## src/rtl/brc_pkg.sv

```systemverilog
package brc_pkg;

    // Selector encoding: odd code is the inverse of the even code below it.
    typedef enum logic [3:0] {
        BR_ALWAYS = 4'h0,
        BR_NEVER  = 4'h1,
        BR_UHI    = 4'h2,
        BR_ULS    = 4'h3,
        BR_CCLR   = 4'h4,
        BR_CSET   = 4'h5,
        BR_NEQ    = 4'h6,
        BR_EQU    = 4'h7,
        BR_VCLR   = 4'h8,
        BR_VSET   = 4'h9,
        BR_POS    = 4'hA,
        BR_NEG    = 4'hB,
        BR_SGE    = 4'hC,
        BR_SLT    = 4'hD,
        BR_SGT    = 4'hE,
        BR_SLE    = 4'hF
    } br_cond_e;

    // Flag bit positions within the 4-bit flag vector.
    localparam int FLG_C = 0;
    localparam int FLG_V = 1;
    localparam int FLG_Z = 2;
    localparam int FLG_N = 3;

endpackage

```

## src/rtl/brc_cond_eval.sv

```systemverilog
module brc_cond_eval
    import brc_pkg::*;
(
    input  logic [3:0] cond_i,
    input  logic [3:0] flags_i,
    output logic       taken_o
);

    logic f_n, f_z, f_v, f_c;
    logic sgn_lt;
    logic base;

    assign f_n    = flags_i[FLG_N];
    assign f_z    = flags_i[FLG_Z];
    assign f_v    = flags_i[FLG_V];
    assign f_c    = flags_i[FLG_C];
    assign sgn_lt = f_n ^ f_v;

    // Evaluate the even member of each pair; bit 0 selects the inverse.
    always_comb begin
        unique case (cond_i[3:1])
            3'd0:    base = 1'b1;
            3'd1:    base = ~(f_c | f_z);
            3'd2:    base = ~f_c;
            3'd3:    base = ~f_z;
            3'd4:    base = ~f_v;
            3'd5:    base = ~f_n;
            3'd6:    base = ~sgn_lt;
            default: base = ~(f_z | sgn_lt);
        endcase
    end

    assign taken_o = base ^ cond_i[0];

endmodule

```

## src/rtl/brc_target_add.sv

```systemverilog
module brc_target_add #(
    parameter int PC_W   = 16,
    parameter int DISP_W = 8
) (
    input  logic [PC_W-1:0]   pc_i,
    input  logic [DISP_W-1:0] disp_i,
    output logic [PC_W-1:0]   target_o
);

    localparam int EXT_W = PC_W - DISP_W;

    logic [PC_W-1:0] disp_ext;

    generate
        if (EXT_W > 0) begin : g_ext
            assign disp_ext = {{EXT_W{disp_i[DISP_W-1]}}, disp_i};
        end else begin : g_noext
            assign disp_ext = disp_i[PC_W-1:0];
        end
    endgenerate

    // Sum truncated to PC_W bits: wraps around the address space.
    assign target_o = pc_i + disp_ext;

endmodule

```

## src/rtl/brc_unit.sv

```systemverilog
module brc_unit #(
    parameter int PC_W   = 16,
    parameter int DISP_W = 8
) (
    input  logic              clk,
    input  logic              rst_n,
    input  logic [3:0]        cond_i,
    input  logic [3:0]        flags_i,
    input  logic [PC_W-1:0]   next_pc_i,
    input  logic [DISP_W-1:0] disp_i,
    output logic              taken_o,
    output logic [PC_W-1:0]   target_o
);

    typedef struct packed {
        logic            taken;
        logic [PC_W-1:0] target;
    } res_t;

    logic            taken_c;
    logic [PC_W-1:0] target_c;
    res_t            res_d, res_q;

    brc_cond_eval u_eval (
        .cond_i  (cond_i),
        .flags_i (flags_i),
        .taken_o (taken_c)
    );

    brc_target_add #(
        .PC_W   (PC_W),
        .DISP_W (DISP_W)
    ) u_add (
        .pc_i     (next_pc_i),
        .disp_i   (disp_i),
        .target_o (target_c)
    );

    always_comb begin
        res_d        = res_q;
        res_d.taken  = taken_c;
        res_d.target = target_c;
    end

    always_ff @(posedge clk) begin
        if (!rst_n) begin
            res_q <= '0;
        end else begin
            res_q <= res_d;
        end
    end

    assign taken_o  = res_q.taken;
    assign target_o = res_q.target;

endmodule

```

## config.mk

```make
export PLATFORM = sky130hd
export DESIGN_NAME = brc_unit
export DESIGN_NICKNAME = d
export VERILOG_FILES = /design/src/rtl/brc_pkg.sv /design/src/rtl/brc_cond_eval.sv /design/src/rtl/brc_target_add.sv /design/src/rtl/brc_unit.sv
export SDC_FILE = /design/constraint.sdc
export NUM_CORES = 1
export LEC_CHECK = 0
export ABC_CLOCK_PERIOD_IN_PS = 3700
export BUFFER_PORTS_ARGS = -buffer_cell sky130_fd_sc_hd__buf_2
export CAP_MARGIN = 20
export CELL_PAD_IN_SITES_DETAIL_PLACEMENT = 2
export CELL_PAD_IN_SITES_GLOBAL_PLACEMENT = 2
export CORE_MARGIN = 4
export CORE_UTILIZATION = 29
export DETAILED_ROUTE_END_ITERATION = 8
export PLACE_DENSITY_LB_ADDON = 0.1
export SLEW_MARGIN = 40
export SYNTH_ARGS = -nofsm -noshare
export SYNTH_HDL_FRONTEND = slang
export SYNTH_HIERARCHICAL = 1
export SYNTH_SLANG_ARGS = --single-unit
```

## constraint.sdc

```tcl
create_clock -name clk -period 3.7 [get_ports clk]
set_clock_uncertainty 0.05 [all_clocks]
set_input_delay 0.74 -clock clk [delete_from_list [all_inputs] [get_ports clk]]
set_output_delay 0.74 -clock clk [all_outputs]
set_load 0.02 [all_outputs]
```

==> out/results.tsv, run 1 <==
metric	value	unit
status	finished clean	
pwr/cell area	368.7	nW/um2
Clock transition at path regs	0.07	ns
mean area per synthesized cell	8.810	um2
area leader, netlist	dfxtp_1	
Fmax achieved	0.3659	GHz
Synth top area share	26.64	%
Post-synth top flop	dfxtp_1	
Crit Path Class	input port to register	
Worst EP arrival	2.84	ns
gr ovfl total	0	
Net Switching	0.0002092	W
Final min period	2.733	ns
post-route setup TNS	0	ns
via total after detailed routing	1257	
CP Cell Sequence	buf_2, ha_1, fa_1, a21o_2, a311oi_2, o21ai_0, a311oi_1, nor3_1, and2_1	
Syn Std Cell Area	1277	um2
max incr delay on CP	0.41	ns
worst slew pin tran	0.3968	ns
commonest cells in the netlist	a21oi_1, dfxtp_1, ha_1	
post-CTS setup buffer count	0	
DR WL/cell	16.19	um
Clock H-tree levels	1	
Initial Utilization	31.04	%
final hold vios	0	
global-route wire length before repair	6.534	mm
Net Sw Frac	34.93	%
Die H	74.37	um
DR iter-0 viols	22	
Tcrit/Tclk final	73.87	%
Async SR Flop Fraction	0	%
RSZ-0062 raised after global routing	no	
WL final	4.014	mm
Root Buffer Master	clkbuf_8	
crit path buf inv count	1	
pin count of the biggest net entering global routing	18	
CP required	3.80	ns
Slew headroom	73.27	%
Syn Inst Count	145	
first-pass detailed-route iteration total	4	
CP max-delay cell	fa_1	
worst hold-check path type	input port to register	
hold buffers post-CTS	0	
row count	23	
final setup fails	0	
Startpoint Class	input port	
TritonCTS buffer count	3	
Post-route DRC	0	
post-route antenna net violation count	0	
FF+latch area	340.3	um2
CTS tree	done	
Synth area leaders	dfxtp_1, ha_1, and2_2, xnor2_1, a21oi_1	
Crit. End Element	register	
vias per std cell	5.069	
Placed Cells	244	
PortBufs	50	
# IOs	51	
Internal Pwr Total	0.0003896	W
number of enable flip-flop cells after synthesis	0	
crit path max fanout	3	
Seq pwr share	35.6	%
synthesized flop and latch total	17	
CP top delay family	compound AO/OA/AOI/OAI gates	
Die Area	5531	um2
share of cells above drive strength 1	35.35	%
clock power share	23.9	%
Final Max Tran Viols	0	
Unique masters post-synth	34	
filler instances	473	
antenna violations before repair	0	
Max Cap Violations	0	
non-filler instance count after layout	248	
register area share after synthesis	26.64	%
CTS Buffer Depth	2	
final net count	249	
leakage power	0.7760	nW
RePlAce Congestion	0.7399	
area grow syn2layout	27.13	%
global-route usage over all layers	15.16	%
number of diodes	0	
Multi-input gate area	910.9	um2
DIE WIDTH	74.37	um
synth warn	6	
clk sinks	17	
Hold Slack	0.7866	ns
PostCTS Resize Cnt	0	
vias in the first global route	1368	
Syn Nets	195	
core area	4115	um2
HPWL Detailed	3.346	mm
combinational share of power	40.5	%
peak supply drop	0.1524	mV
==> sequential cells by signal, indices dropped and copies added, names as in the netlist <==
signal    flops
target_o     16
taken_o       1
==> through the flow <==
stage / worst slack [ns] / total power [W] / util [%] / instance area (um2)
2_1_floorplan: 1.017 / 0.0003815 / - / 1277
3_3_place_gp: 0.7966 / 0.0004514 / 38.37 / 1579
3_5_place_dp: 0.6814 / 0.0004625 / 38.37 / 1579
4_1_cts: 0.9535 / 0.0006127 / 39.46 / 1624
5_1_grt: 0.8849 / 0.0006505 / 39.46 / 1624
6_report: 0.9667 / 0.0005988 / 39.46 / 1624
==> tightest hold or removal path: cells and delay by family <==
| kind | cells | cell delay [ns] |
|---|---|---|
| and+or+nand+nor | 1 | 0.13 |
| buffers and inverters | 1 | 0.08 |
| adders and majority gates | 1 | 0.11 |
==> power groups by stage <==
stage | registers (W) | clock network, W | logic (W)
2_1_floorplan | 0.000250 | 0 | 0.000132
3_3_place_gp | 0.000217 | 0 | 0.000234
3_5_place_dp | 0.000217 | 0 | 0.000245
4_1_cts | 0.000213 | 0.000153 | 0.000247
5_1_grt | 0.000216 | 0.000166 | 0.000269
6_report | 0.000213 | 0.000143 | 0.000242
==> layout make-up <==
class                      instances  area share, %
multi-input combinational        123          56.09
sequential                        17          20.96
timing repair buffer              50          15.41
tap                               50          3.852
clock buffer                       4          2.773
inverter                           4         0.9245
==> cells in the final DEF, fill, tap and decap left out, types with 2 or more instances in the layout <==
master	instances
a21o_1	2
a21oi_1	17
a31oi_1	2
and2_1	4
and2_2	13
and4bb_1	2
buf_2	50
clkbuf_8	3
dfxtp_1	17
ha_1	15
inv_1	4
nand2_1	10
nand3_1	4
nor2_1	2
nor2b_1	2
nor3_1	5
o211ai_1	3
o21ai_0	10
o21bai_1	2
xnor2_1	10
xor2_1	6
==> logic make-up after synthesis <==
family	Yosys count	share of synthesized area, %
AND/OR/NAND/NOR	46	21.65
AO/OA/AOI/OAI	44	21.65
flip-flops	17	26.64
XOR/XNOR	16	10.97
adder cells (fa/ha/maj)	16	16.26
buffers and inverters	5	2.056
multiplexers	1	0.7836
==> routing by layer <==
layer | vias to the layer above | share of wire [%] | track usage (%)
li1 | 631 | - | -
met1 | 595 | 44 | 17.73
met2 | 27 | 51 | 27.90
met3 | 4 | 4.9 | 3.784
met4 | 0 | 0.77 | 2.964
met5 | - | 0 | 0
==> final timing paths <==
check	to	slack, ns	cells past startpoint	start
max	target_o[10]	0.97	9	disp_i[0]
min	target_o[0]	0.79	3	disp_i[0]
Note: power is estimated with default switching activity, not from simulation.
==> inputs of run 2 (changes only) <==
--- a/config.mk
+++ b/config.mk
@@ -5,13 +5,13 @@
 export SDC_FILE = /design/constraint.sdc
 export NUM_CORES = 1
 export LEC_CHECK = 0
-export ABC_CLOCK_PERIOD_IN_PS = 3700
+export ABC_CLOCK_PERIOD_IN_PS = 2200
 export BUFFER_PORTS_ARGS = -buffer_cell sky130_fd_sc_hd__buf_2
 export CAP_MARGIN = 20
 export CELL_PAD_IN_SITES_DETAIL_PLACEMENT = 2
 export CELL_PAD_IN_SITES_GLOBAL_PLACEMENT = 2
 export CORE_MARGIN = 4
-export CORE_UTILIZATION = 29
+export CORE_UTILIZATION = 24
 export DETAILED_ROUTE_END_ITERATION = 8
 export PLACE_DENSITY_LB_ADDON = 0.1
 export SLEW_MARGIN = 40
==> constraint.sdc (replaced) <==
create_clock -name clk -period 2.2 [get_ports clk]
set_clock_uncertainty 0.05 [all_clocks]
set_input_delay 0.44 -clock clk [delete_from_list [all_inputs] [get_ports clk]]
set_output_delay 0.44 -clock clk [all_outputs]
set_load 0.02 [all_outputs]
==> run 2 against run 1 <==
  * Power rose by 75%
  * Die area increased by 18%
  * Final cell count up 15%
  * First-iteration DRC count is 55% higher
  * Core utilization down 4.7 points
  * Critical path depth unchanged
  * Critical path type unchanged
  * Largest power group unchanged
==> out/results.tsv, run 2 (synthesis gave the netlist of run 1 again) <==
metric	value	unit
HPWL Detailed	3.585	mm
most frequent cells in the layout	buf_2, dfxtp_1, a21oi_1	
vias per std cell	4.701	
status	finished clean	
Fmax achieved	0.4618	GHz
TritonCTS buffer count	3	
core area	5140	um2
Crit Path Class	input port to register	
final setup fails	0	
Root Buffer Master	clkbuf_8	
final net count	265	
hold buffers post-CTS	0	
gr ovfl total	0	
row count	26	
Worst EP arrival	2.26	ns
max reg flops	16	
antenna violations before repair	0	
first-pass detailed-route iteration total	4	
global-route usage over all layers	13.06	%
Clock transition at path regs	0.07	ns
post-route setup TNS	0	ns
total power	0.001047	W
number of diodes	0	
Post-route DRC	0	
Die H	80.96	um
global-route wire length before repair	6.782	mm
pwr/cell area	585.7	nW/um2
DR iter-0 viols	34	
commonest non-fill, non-tap cell in the layout	buf_2	
RSZ-0062 raised after global routing	yes	
Tcrit/Tclk final	98.44	%
Max Cap Violations	0	
# IOs	51	
Final min period	2.166	ns
Die Area	6554	um2
DIE WIDTH	80.96	um
PortBufs	50	
area grow syn2layout	39.96	%
CP required	2.30	ns
Initial Utilization	24.85	%
Clock H-tree levels	1	
DR WL/cell	14.93	um
CTS tree	done	
worst slew pin tran	0.3489	ns
CTS Buffer Depth	2	
vias in the first global route	1459	
Slew headroom	76.49	%
PostCTS Resize Cnt	0	
post-CTS setup buffer count	0	
WL final	4.239	mm
worst hold-check path type	input port to register	
post-route antenna net violation count	0	
peak supply drop	0.2004	mV
pin count of the biggest net entering global routing	18	
Startpoint Class	input port	
via total after detailed routing	1335	
crit path max fanout	3	
clk sinks	17	
final hold vios	0	
Crit. End Element	register	
Final Max Tran Viols	0	
share of cells above drive strength 1	41.12	%
leakage power	0.8556	nW
RePlAce Congestion	0.7472	
==> run 2: changes by cell type in the layout (fill, tap and decap cells not counted) <==
cell / change
fa_2: +1
buf_4: +16
a311oi_2: -1
fa_1: -1
a211oi_2: +1
o21ai_1: +1
a211oi_1: -1
o21ai_0: -1
a311oi_4: +1
==> run 2: area by class of cell <==
| cell class | instances | area [um2] |
|---|---|---|
| Fill cell | 632 | 3352 |
| Clock buffer | 4 | 45.04 |
| Tap cell | 70 | 87.58 |
| Timing Repair Buffer | 66 | 370.4 |
| Sequential cell | 17 | 340.3 |
| Multi-Input combinational cell | 123 | 929.6 |
| Inverter | 4 | 15.01 |
==> run 2: through the flow <==
step	std cells	utilization (%)	hold WS, ns	worst slack [ns]	instance area [um2]
finish	284	34.79	0.4700	0.03437	1788
global route	284	34.79	0.4832	-0.06295	1788
CTS	284	34.47	0.4680	0.03593	1772
detailed placement	280	33.59	0.7276	-0.2226	1727
global placement	280	33.59	0.7226	-0.1794	1727
floorplan	145	-	0.5262	0.008852	1280
==> run 2: power breakdown <==
part	leakage (nW)	switching (W)	internal, W
clock network	0.0228	0.000106	0.000128
logic	0.691	0.000245	0.000208
registers	0.142	0.00000979	0.000349
==> run 2: final timing paths <==
| check | to | cells past startpoint | from | slack (ns) |
|---|---|---|---|---|
| worst max-delay path | target_o[12] | 9 | disp_i[0] | 0.03 |
| worst min-delay path | target_o[0] | 3 | next_pc_i[0] | 0.47 |
==> run 2: per-layer routing <==
layer	wire length (um)	GRT usage, %
met2	2093	22.82
met4	34	3.547
met1	1898	17.03
met3	213	1.220
met5	0	0
==> run 2: critical path: stages <==
cell and delay [ns]:
buf_2 0.10, ha_1 0.22, fa_2 0.36, a21o_2 0.25, a311oi_4 0.27, nor3_1 0.13
o41ai_2 0.25, xnor2_1 0.10, and2_1 0.15
==> inputs of run 3 (changes only) <==
--- a/config.mk
+++ b/config.mk
@@ -5,13 +5,14 @@
 export SDC_FILE = /design/constraint.sdc
 export NUM_CORES = 1
 export LEC_CHECK = 0
+export ABC_AREA = 1
 export ABC_CLOCK_PERIOD_IN_PS = 2200
 export BUFFER_PORTS_ARGS = -buffer_cell sky130_fd_sc_hd__buf_2
 export CAP_MARGIN = 20
 export CELL_PAD_IN_SITES_DETAIL_PLACEMENT = 2
 export CELL_PAD_IN_SITES_GLOBAL_PLACEMENT = 2
 export CORE_MARGIN = 4
-export CORE_UTILIZATION = 24
+export CORE_UTILIZATION = 23
 export DETAILED_ROUTE_END_ITERATION = 8
 export PLACE_DENSITY_LB_ADDON = 0.1
 export SLEW_MARGIN = 40
==> run 3 against run 2 <==
  * Combinational power down 6.0%
  * Sequential power down 2%
  * Power down 2.4%
  * Routed wire length up 3.4%
  * Via count up 22%
  * Design area up 6.3%
==> out/results.tsv, run 3 <==
metric	value	unit
status	finished clean	
CTS Buffer Depth	2	
Net Sw Frac	38.48	%
commonest non-fill, non-tap cell in the layout	nand2_1	
final net count	356	
vias in the first global route	1638	
worst slack at placement	0.1665	ns
post-route antenna net violation count	0	
Initial Utilization	23.88	%
most frequent cells in the layout	nand2_1, inv_1, buf_2	
Post-route DRC	0	
TritonCTS buffer count	3	
# IOs	51	
crit path max fanout	3	
Slew headroom	75.21	%
PortBufs	50	
clock power share	23.9	%
DR WL/cell	11.47	um
HPWL Detailed	3.898	mm
Net Switching	0.0003933	W
Die Area	8040	um2
RSZ-0062 raised after global routing	no	
final setup fails	0	
pwr/cell area	537.8	nW/um2
number of diodes	0	
Syn Inst Count	253	
Async SR Flop Fraction	0	%
hold buffers post-CTS	0	
Tcrit/Tclk final	79.88	%
CTS tree	done	
synthesized flop and latch total	17	
peak supply drop	0.1506	mV
global-route usage over all layers	11.86	%
CP required	2.31	ns
Die H	89.67	um
synth warn	6	
Final min period	1.757	ns
RePlAce Congestion	0.7019	
worst hold-check path type	input port to register	
row count	29	
vias per std cell	4.272	
Root Buffer Master	clkbuf_8	
post-CTS setup buffer count	0	
Post-synth top flop	dfxtp_1	
first-pass detailed-route iteration total	2	
global-route wire length before repair	7.438	mm
total power	0.001022	W
Fmax achieved	0.5690	GHz
worst slew pin tran	0.3719	ns
PostCTS Resize Cnt	0	
Syn Nets	303	
leakage power	1.264	nW
Setup WS post-layout	0.4427	ns
core area	6422	um2
clk sinks	17	
Crit. End Element	register	
Seq pwr share	34.4	%
Final Max Tran Viols	0	
Clock H-tree levels	1	
share of cells above drive strength 1	22.95	%
max reg flops	16	
WL final	4.383	mm
area grow syn2layout	23.90	%
commonest cells in the netlist	nand2_1, inv_1, dfxtp_1	
via total after detailed routing	1632	
Internal Pwr Total	0.0006287	W
area leader, netlist	nand2_1	
Syn Std Cell Area	1534	um2
antenna violations before repair	0	
Unique masters post-synth	21	
combinational share of power	41.7	%
most common cell in the synthesized netlist	nand2_1	
DR iter-0 viols	21	
final hold vios	0	
Crit Path Class	input port to register	
Synth top area share	23.98	%
gr ovfl total	0	
register area share after synthesis	22.19	%
Worst EP arrival	1.86	ns
number of enable flip-flop cells after synthesis	0	
mean area per synthesized cell	6.063	um2
DIE WIDTH	89.67	um
post-route setup TNS	0	ns
Clock transition at path regs	0.08	ns
pin count of the biggest net entering global routing	18	
Startpoint Class	input port	
Max Cap Violations	0	
Synth area leaders	nand2_1, dfxtp_1, inv_1, ha_1, nand3_1	
## run 3: path summary, 6_finish.rpt
kind / start / endpoint / slack, ns / depth (start not counted)
worst max-delay path: disp_i[0] / target_o[14] / 0.44 / 13
worst min-delay path: next_pc_i[0] / target_o[0] / 0.44 / 4
## run 3: cells by family after synthesis
family                   after synthesis  synth area share [%]
AO/OA/AOI/OAI                          8                 3.018
XOR/XNOR                               8                 4.568
adder cells (fa/ha/maj)               16                 13.54
buffers and inverters                 62                 16.39
flip-flops                            17                 22.19
AND/OR/NAND/NOR                      142                 40.29
## run 3: metal layers
layer  up-vias  share of wire [%]  global-route usage [%]
li1        850                  -                       -
met1       751                 43                   14.33
met2        29                 51                   22.07
met3         2                4.6                   1.460
met4         0               0.91                   2.842
met5         -                  0                       0
## run 3: cell type report
type                            instances  area, um2
Timing Repair Buffer                   50      250.2
Clock buffer                            3      41.29
Inverter                               60      225.2
Sequential cell                        17      340.3
Fill cell                             852       4522
Multi-Input combinational cell        174      942.2
Tap cell                               77      96.34
Clock inverter                          1      5.005
## run 3: power groups by stage
stage               clock network, W  logic (W)  registers (W)
finish                      0.000245   0.000426       0.000352
global route                0.000277   0.000500       0.000356
CTS                         0.000263   0.000442       0.000353
detailed placement                 0   0.000440       0.000360
global placement                   0   0.000428       0.000359
floorplan                          0   0.000249       0.000410
## run 3: worst max-delay path, cell delays in order
cell	delay (ns)
buf_2	0.10
ha_1	0.22
fa_1	0.40
nand2_1	0.09
nand2_1	0.09
nand3b_1	0.11
nand2_2	0.08
nand2_1	0.08
nand2_1	0.05
nand2_1	0.06
nand2_1	0.05
nand2_1	0.05
inv_1	0.04
## run 3: per-stage QoR
step	instance area, um2	utilization, %	hold WS, ns	cells
floorplan	1534	-	0.5910	253
global placement	1854	28.87	0.6945	378
detailed placement	1854	28.87	0.7103	378
CTS	1901	29.59	0.4420	382
global route	1901	29.59	0.4841	382
finish	1901	29.59	0.4424	382
